--- src/rtl/ue_pkg.sv ---
// Package for the execute unit: widths and the operation code set.
// Assumes a 32-bit data path and a 4-bit operation code from decode.
package ue_pkg;
    localparam int XLEN   = 32;
    localparam int UIMM_W = 20;
    localparam int SIMM_W = 12;
    localparam int RIDX_W = 5;
    localparam int OP_W   = 4;

    typedef enum logic [OP_W-1:0] {
        OP_IDLE  = 4'd0,
        OP_LUI   = 4'd1,
        OP_AUIPC = 4'd2,
        OP_ADDI  = 4'd3,
        OP_JALR  = 4'd4,
        OP_SLT   = 4'd5,
        OP_SLTU  = 4'd6,
        OP_SLTI  = 4'd7,
        OP_SLTIU = 4'd8
    } ue_op_e;
endpackage

--- src/rtl/ue_imm.sv ---
// Immediate former: places the upper immediate above a cleared low field
// and sign-extends the short immediate. Assumes UW + low field == W.
module ue_imm #(
    parameter int W  = 32,
    parameter int UW = 20,
    parameter int SW = 12
) (
    input  logic [UW-1:0] uimm_i,
    input  logic [SW-1:0] simm_i,
    output logic [W-1:0]  upper_o,
    output logic [W-1:0]  sext_o
);
    localparam int LOW_W = W - UW;
    localparam int EXT_W = W - SW;

    // Shift upper field into place, replicate sign of short field.
    always_comb begin
        upper_o = {uimm_i, {LOW_W{1'b0}}};
        sext_o  = {{EXT_W{simm_i[SW-1]}}, simm_i};
    end
endmodule

--- src/rtl/ue_cmp.sv ---
// Less-than comparator, signed or unsigned chosen per use.
// Assumes two's-complement operands of equal width.
module ue_cmp #(
    parameter int W = 32
) (
    input  logic [W-1:0] a_i,
    input  logic [W-1:0] b_i,
    input  logic         signed_i,
    output logic         lt_o
);
    logic ult;

    // Unsigned compare; on a sign mismatch the signed answer is a's sign.
    always_comb begin
        ult = (a_i < b_i);
        if (signed_i && (a_i[W-1] != b_i[W-1]))
            lt_o = a_i[W-1];
        else
            lt_o = ult;
    end
endmodule

--- src/rtl/ue_addr.sv ---
// Address adders: register-plus-offset (shared by add immediate and jump),
// PC-plus-upper, and the link value PC plus one instruction.
// Assumes instructions are INSN_BYTES wide; sums wrap.
module ue_addr #(
    parameter int W          = 32,
    parameter int INSN_BYTES = 4
) (
    input  logic [W-1:0] pc_i,
    input  logic [W-1:0] base_i,
    input  logic [W-1:0] sext_i,
    input  logic [W-1:0] upper_i,
    output logic [W-1:0] reg_sum_o,
    output logic [W-1:0] pc_sum_o,
    output logic [W-1:0] link_o,
    output logic [W-1:0] jtgt_o
);
    localparam logic [W-1:0] STEP = W'(INSN_BYTES);

    // Three independent adders and the even-aligned jump target.
    always_comb begin
        reg_sum_o = base_i + sext_i;
        pc_sum_o  = pc_i + upper_i;
        link_o    = pc_i + STEP;
        jtgt_o    = {reg_sum_o[W-1:1], 1'b0};
    end
endmodule

--- src/rtl/ue_exec.sv ---
// Execute unit top: selects the write-back value, write-enable and
// redirect among upper-immediate, add-immediate, jump and compare ops.
// Purely combinational; unused op codes behave as idle.
module ue_exec
    import ue_pkg::*;
#(
    parameter int W  = XLEN,
    parameter int UW = UIMM_W,
    parameter int SW = SIMM_W,
    parameter int RW = RIDX_W
) (
    input  logic [OP_W-1:0] op_i,
    input  logic [W-1:0]    pc_i,
    input  logic [W-1:0]    rs1_i,
    input  logic [W-1:0]    rs2_i,
    input  logic [UW-1:0]   imm20_i,
    input  logic [SW-1:0]   imm12_i,
    input  logic [RW-1:0]   rd_i,
    output logic [W-1:0]    wr_val_o,
    output logic            wr_en_o,
    output logic            redirect_o,
    output logic [W-1:0]    target_o
);
    ue_op_e     op;
    logic [W-1:0] upper, sext, reg_sum, pc_sum, link, jtgt, cmp_b;
    logic       cmp_signed, lt, writes;

    // Decode the raw code into the op type.
    always_comb op = ue_op_e'(op_i);

    ue_imm #(.W(W), .UW(UW), .SW(SW)) u_imm (
        .uimm_i  (imm20_i),
        .simm_i  (imm12_i),
        .upper_o (upper),
        .sext_o  (sext)
    );

    ue_addr #(.W(W), .INSN_BYTES(4)) u_addr (
        .pc_i      (pc_i),
        .base_i    (rs1_i),
        .sext_i    (sext),
        .upper_i   (upper),
        .reg_sum_o (reg_sum),
        .pc_sum_o  (pc_sum),
        .link_o    (link),
        .jtgt_o    (jtgt)
    );

    // Choose comparator operand and signedness from the op.
    always_comb begin
        cmp_b      = ((op == OP_SLTI) || (op == OP_SLTIU)) ? sext : rs2_i;
        cmp_signed = (op == OP_SLT) || (op == OP_SLTI);
    end

    ue_cmp #(.W(W)) u_cmp (
        .a_i      (rs1_i),
        .b_i      (cmp_b),
        .signed_i (cmp_signed),
        .lt_o     (lt)
    );

    // Result select, write qualification and redirect.
    always_comb begin
        wr_val_o   = '0;
        writes     = 1'b1;
        redirect_o = 1'b0;
        target_o   = '0;
        case (op)
            OP_LUI:   wr_val_o = upper;
            OP_AUIPC: wr_val_o = pc_sum;
            OP_ADDI:  wr_val_o = reg_sum;
            OP_JALR: begin
                wr_val_o   = link;
                redirect_o = 1'b1;
                target_o   = jtgt;
            end
            OP_SLT, OP_SLTU, OP_SLTI, OP_SLTIU:
                wr_val_o = W'(lt);
            default:  writes = 1'b0;
        endcase
        wr_en_o = writes && (rd_i != '0);
    end
endmodule

--- config.mk ---
export PLATFORM = sky130hd
export DESIGN_NAME = ue_exec
export DESIGN_NICKNAME = d
export VERILOG_FILES = /design/src/rtl/ue_pkg.sv /design/src/rtl/ue_imm.sv /design/src/rtl/ue_cmp.sv /design/src/rtl/ue_addr.sv /design/src/rtl/ue_exec.sv
export SDC_FILE = /design/constraint.sdc
export NUM_CORES = 1
export LEC_CHECK = 0
export ABC_CLOCK_PERIOD_IN_PS = 15030
export CAP_MARGIN = 20
export CELL_PAD_IN_SITES_DETAIL_PLACEMENT = 1
export CELL_PAD_IN_SITES_GLOBAL_PLACEMENT = 1
export CORE_MARGIN = 8
export CORE_UTILIZATION = 34
export DETAILED_ROUTE_END_ITERATION = 7
export PLACE_DENSITY = 0.95
export SLEW_MARGIN = 10
export SYNTH_ARGS = -nofsm -noshare
export SYNTH_HDL_FRONTEND = slang
export SYNTH_SLANG_ARGS = --single-unit
--- constraint.sdc ---
create_clock -name vclk -period 15.03
set_clock_uncertainty 0.1 [all_clocks]
set_input_delay 4.509 -clock vclk [all_inputs]
set_output_delay 4.509 -clock vclk [all_outputs]
set_load 0.1 [all_outputs]
== Word level (Yosys, flattened, before mapping) ==
Cells that the tools add are included.

* Flip-flop bits (word level): 0
* Bits of input ports: 137
* Output and inout bits: 66
* Logic and storage cells: 26

* Multiplexer cells: 6
* Magnitude comparators: 1
* Reduce and logical (&&, ||, !) cells: 7
* Add/sub/neg operators: 3
* Eq/ne operators: 9

{| class="wikitable"
|+ Operators with widths
! operator !! number
|-
| $pmux W32 S5 || 1
|-
| $add A32 B32 Y32 || 2
|-
| $mux W32 || 2
|-
| $add A32 B3 Y32 const B || 1
|-
| $lt A32 B32 Y1 || 1
|-
| $eq A4 B3 Y1 const B || 4
|-
| $eq A4 B2 Y1 const B || 2
|-
| $reduce_or A8 Y1 || 1
|-
| $reduce_bool A5 Y1 || 1
|-
| $eq A4 B1 Y1 const B || 1
|-
| $eq A4 B4 Y1 const B || 1
|-
| $reduce_or A4 Y1 || 1
|-
| $mux W1 || 3
|-
| $logic_and A1 B1 Y1 || 2
|-
| $logic_or A1 B1 Y1 || 2
|-
| $ne A1 B1 Y1 || 1
|}

== Logic depth before layout (Yosys ltp) ==
* Depth in word-level cells: 7
* Gate-level depth with buffers: 15
* Mapped depth without buffers: 13

== Cells and area by module ==
Synthesis repeated with hierarchy kept, for this count alone.

* Cell total of the unflattened synthesis: 956
* Area total of the unflattened synthesis: 7089.3 um^2

{| class="wikitable"
|+ Modules (own cells, without submodules)
! module !! cells each !! times used !! area each (um^2) !! seq. area each (um^2)
|-
| ue_addr || 585 || 1 || 4113.9 || 0.0
|-
| ue_exec || 194 || 1 || 1687.9 || 0.0
|-
| ue_cmp || 112 || 1 || 803.3 || 0.0
|-
| ue_imm || 65 || 1 || 484.2 || 0.0
|}

== Least setup slack after synthesis ==
OpenSTA, ideal clock, no wires.

* Path type: input port to output port
* Start: input rs1_i[0]
* End: output target_o[28]
* Setup slack: 1337 ps
* Data required time: 10421 ps
* Arrival time: 9084 ps
* Stages on the path: 9
* Path buffers: 0
* Path through: ha_1 -> fa_1 -> a21o_1 -> a31oi_1 -> o311a_1 -> o2111ai_4 -> a21oi_1 -> nor3_1 -> nor4_1

* Longest elaborated chain between the ends: 2

{| class="wikitable"
|+ RTL lines
! item !! RTL line !! text
|-
| start: declaration || ue_exec.sv:14 || <nowiki>input logic [W-1:0] rs1_i,</nowiki>
|-
| $add A32 B32 Y32 || ue_addr.sv:21 || <nowiki>reg_sum_o = base_i + sext_i;</nowiki>
|-
| $mux W32 || ue_exec.sv:68 || <nowiki>case (op)</nowiki>
|-
| end: declaration || ue_exec.sv:22 || <nowiki>output logic [W-1:0] target_o</nowiki>
|}

No other way between the ends.

== Final worst setup path ==
* Start: input imm12_i[11]
* End: output wr_val_o[29]

* Longest elaborated chain between the ends: 2

{| class="wikitable"
|+ RTL lines
! item !! RTL line !! text
|-
| start: declaration || ue_exec.sv:17 || <nowiki>input logic [SW-1:0] imm12_i,</nowiki>
|-
| $add A32 B32 Y32 || ue_addr.sv:21 ||
|-
| $pmux W32 S5 || ue_exec.sv:68 ||
|-
| end: declaration || ue_exec.sv:19 || <nowiki>output logic [W-1:0] wr_val_o,</nowiki>
|}

No other way between the ends.

==> run summary <==
The worst-case vdd ir drop was 0.0202 mV; the final clock period utilization by the worst path was 88.2%. For the count of clock-net buffers in the final layout, the log shows 0. By instance count, the cell type seen most on the critical path is sky130_fd_sc_hd__clkdlybuf4s50_1.

In this run the cell area of the synthesized design comes to 4990 um^2. Summed over all nets, the switching power comes to 0.000204 W. The run gives 0 as the hold buffer count at CTS. Core region area: 14400 um^2. The internal power of the cells totals 0.000122 W.

The instance area after placement was 7140 um^2. The worst hold path belongs to the class in2out. In this run the core area contains 44 standard-cell rows. Setup violations remaining at the end of the flow were counted as 0. The Yosys warning count was 0; the signed area change from the synthesized netlist to the final layout was 43.1%.

For this run, the top clock speed supported by timing is 75.4 MHz. In this run, the number of DRC markers left after iteration 0 of detailed routing was 382. The synthesized design spends more area on one cell type than any other, namely sky130_fd_sc_hd__ha_1.

Yosys instantiated no cell more often than sky130_fd_sc_hd__a21oi_1. For the relative slew slack, the log shows 28.7%. The startpoint kind of the worst setup timing path is an input pin. In the post-synthesis netlist, the biggest area contributors are sky130_fd_sc_hd__ha_1 21%, sky130_fd_sc_hd__a21oi_1 8.9%, sky130_fd_sc_hd__xnor2_1 6.7%, sky130_fd_sc_hd__nor2_1 5.4%, sky130_fd_sc_hd__o21ai_0 4.7%. Sequential elements use 0% of the synthesized area. The logs give 0% for the clock network fraction of total power and 0 for the final global-route overflow total.

After technology mapping, the gate count stands at 736. Post-layout minimum cycle time: 13.26 ns. After detailed routing, the number of remaining DRC violations is 0. In this run the remaining antenna-violating nets after routing total 0. For the pin with the worst max-slew slack, the measured transition is 1.07 ns. The fraction of power consumed by sequential logic came out at 0%. The flow ran to the end, and the final reports show no timing, DRC or antenna violations.

Areal power density over the cells: 45.6 nW/um^2. Across the run, the number of max-cap violations was 0. From bottom edge to top edge, the die measures 137 um. The sum of net half-perimeters after detailed placement is 19.1 mm, and the number of buffers inserted by port buffering is 202. The logs give 100.0% for the combinational share of power and 6549 for the total via count in the routed design. After clock tree synthesis, the setup repair step added 0 buffers.

The accumulated negative setup slack was 0 ns; the antenna diode count was 0. The synthesized netlist net count came out at 957. In this run, distinct cell masters in the synthesized netlist total 65. Count of boundary I/O pins: 203. The number of nets at the end of the flow is 1129, and the stage delay of the slowest cell on the critical path is 1.16 ns. The logs give 34.6% for the initial standard-cell utilization of the core and 0 for the max-slew violation total from the final report. A synthesized cell averages 6.78 um^2.

With fillers left out, the area of the finished cells amounts to 7140 um^2. The logs give 22.5 mm for the total wirelength of the detailed-routed design and 0 for the total number of sequential cells. In the routed layout, each cell is associated on average with a via count of 6.01. Setup repair after global routing left no endpoint under its margin. In this run the static leakage power is 2.92 nW.

In the final layout, the share of cells above drive strength 1 is 3.09%. Of all nets on the critical path, the largest fanout is 22. The switching portion of total power is 62.6%.

In the final routed layout, each cell accounts on average for 20.7 um. The sequential cells in the finished layout cover a total of 0 um^2. STA classifies the critical path endpoint as an output port. In the global route stage, overall resource usage came out at 22.9%. The run gives 5 as the total iterations of the first detailed-routing run. STA puts the critical path data required time at 10.42 ns. The initial antenna violation count was 0. For the hold violation count in the final report, the log shows 0.

The tools report the post-cts repair resize count as 0. After synthesis, the most frequently instantiated cells are 89 x sky130_fd_sc_hd__a21oi_1, 82 x sky130_fd_sc_hd__ha_1, 72 x sky130_fd_sc_hd__nor2_1. The floorplan step set the die width to 137 um. Walking the worst path, the cells encountered are clkdlybuf4s50_1 -> buf_4 -> ha_1 -> nand2_1 -> o21ai_0 -> nor2_1 -> a31oi_2 -> o211ai_2 -> a211oi_1 -> a2bb2oi_1 -> o21ai_1 -> clkdlybuf4s50_1. For the via count of the first global-routing pass, the log shows 6797.

The overall die area was 18800 um^2; the critical path data arrival time was 8.65 ns. Entering global routing, the biggest net connects 48 pins. The share of the synthesized area in the top cell type is 20.6%. The congestion estimate from routability-driven global placement came to 0.877.

The worst setup path is of the in2out kind. The slowest library cell on the worst path was sky130_fd_sc_hd__clkdlybuf4s50_1. The first global-routing pass estimated 35.3 mm of wire.
## through the flow
step                      worst slack [ns]  hold slack, ns  total power, W  instances  util, %
after floorplan                       1.34            9.40        0.000214        736        -
after global placement                2.00           10.05        0.000312       1090     49.5
after detailed placement              1.82           10.10        0.000322       1090     49.5
after CTS                             1.82           10.10        0.000323       1090     49.5
after global routing                  1.51           10.16        0.000349       1090     49.5
final                                 1.77           10.08        0.000326       1090     49.5
## power groups by stage
stage | Clock (W) | Sequential, W | Combinational, W
final | 0 | 0 | 0.000326
after detailed placement | 0 | 0 | 0.000322
after CTS | 0 | 0 | 0.000323
after global routing | 0 | 0 | 0.000349
after floorplan | 0 | 0 | 0.000214
after global placement | 0 | 0 | 0.000312
## area by class of cell
cell class,instances,area [um^2]
repair buffers,207,2060
multi-input cells,679,4780
fillers,1871,7280
inverters,20,75.1
well taps,184,230
## worst paths after layout
kind / startpoint / to / slack, ns / cells after the start
setup / recovery: imm12_i[11] / wr_val_o[29] / 1.77 / 12
hold / removal: rs1_i[4] / wr_val_o[0] / 10.08 / 6
## cell usage in the layout (no fill, tap or decap), types with 4 or more instances in the layout
master	instances
sky130_fd_sc_hd__clkdlybuf4s50_1	201
sky130_fd_sc_hd__a21oi_1	89
sky130_fd_sc_hd__ha_1	82
sky130_fd_sc_hd__nor2_1	70
sky130_fd_sc_hd__nand2_1	56
sky130_fd_sc_hd__o21ai_0	47
sky130_fd_sc_hd__xnor2_1	38
sky130_fd_sc_hd__a21o_1	29
sky130_fd_sc_hd__nand3_1	24
sky130_fd_sc_hd__nor3_1	23
sky130_fd_sc_hd__xor2_1	23
sky130_fd_sc_hd__inv_1	20
sky130_fd_sc_hd__nand4_1	17
sky130_fd_sc_hd__mux2i_1	16
sky130_fd_sc_hd__and3_1	14
sky130_fd_sc_hd__o221ai_1	13
sky130_fd_sc_hd__a31oi_1	9
sky130_fd_sc_hd__a221oi_1	8
sky130_fd_sc_hd__o211ai_1	8
sky130_fd_sc_hd__nor2b_1	7
sky130_fd_sc_hd__o21a_1	7
sky130_fd_sc_hd__nand2b_1	6
sky130_fd_sc_hd__o31ai_1	6
sky130_fd_sc_hd__o21bai_1	6
sky130_fd_sc_hd__a222oi_1	6
sky130_fd_sc_hd__a22oi_1	6
sky130_fd_sc_hd__buf_4	6
sky130_fd_sc_hd__or2_2	5
sky130_fd_sc_hd__a211oi_1	4
## critical path, delay by kind of cell
kind | cells | cell delay, ns
buffers and inverters | 3 | 1.78
AOI/OAI and AO/OA | 6 | 1.61
adders and majority gates | 1 | 0.49
and+or+nand+nor | 2 | 0.25
## cell families after synthesis
group | Yosys count | share of synthesized area, %
compound gates | 269 | 35.7
simple gates | 246 | 24.0
fa+ha+maj | 84 | 21.4
xor+xnor | 61 | 10.7
buf+inv | 57 | 4.49
mux | 18 | 3.66
other cells | 1 | 0.0752
## per-layer routing
metal	vias to the layer above	wire [um]	track usage, %	part of all wire, %
met2	206	10700	39.1	47
met5	-	0	0	0
met1	3149	9940	29.1	44
li1	3149	-	-	-
met4	0	810	7.36	3.6
met3	45	1100	2.86	4.9
(Power assumes the default switching activity.)
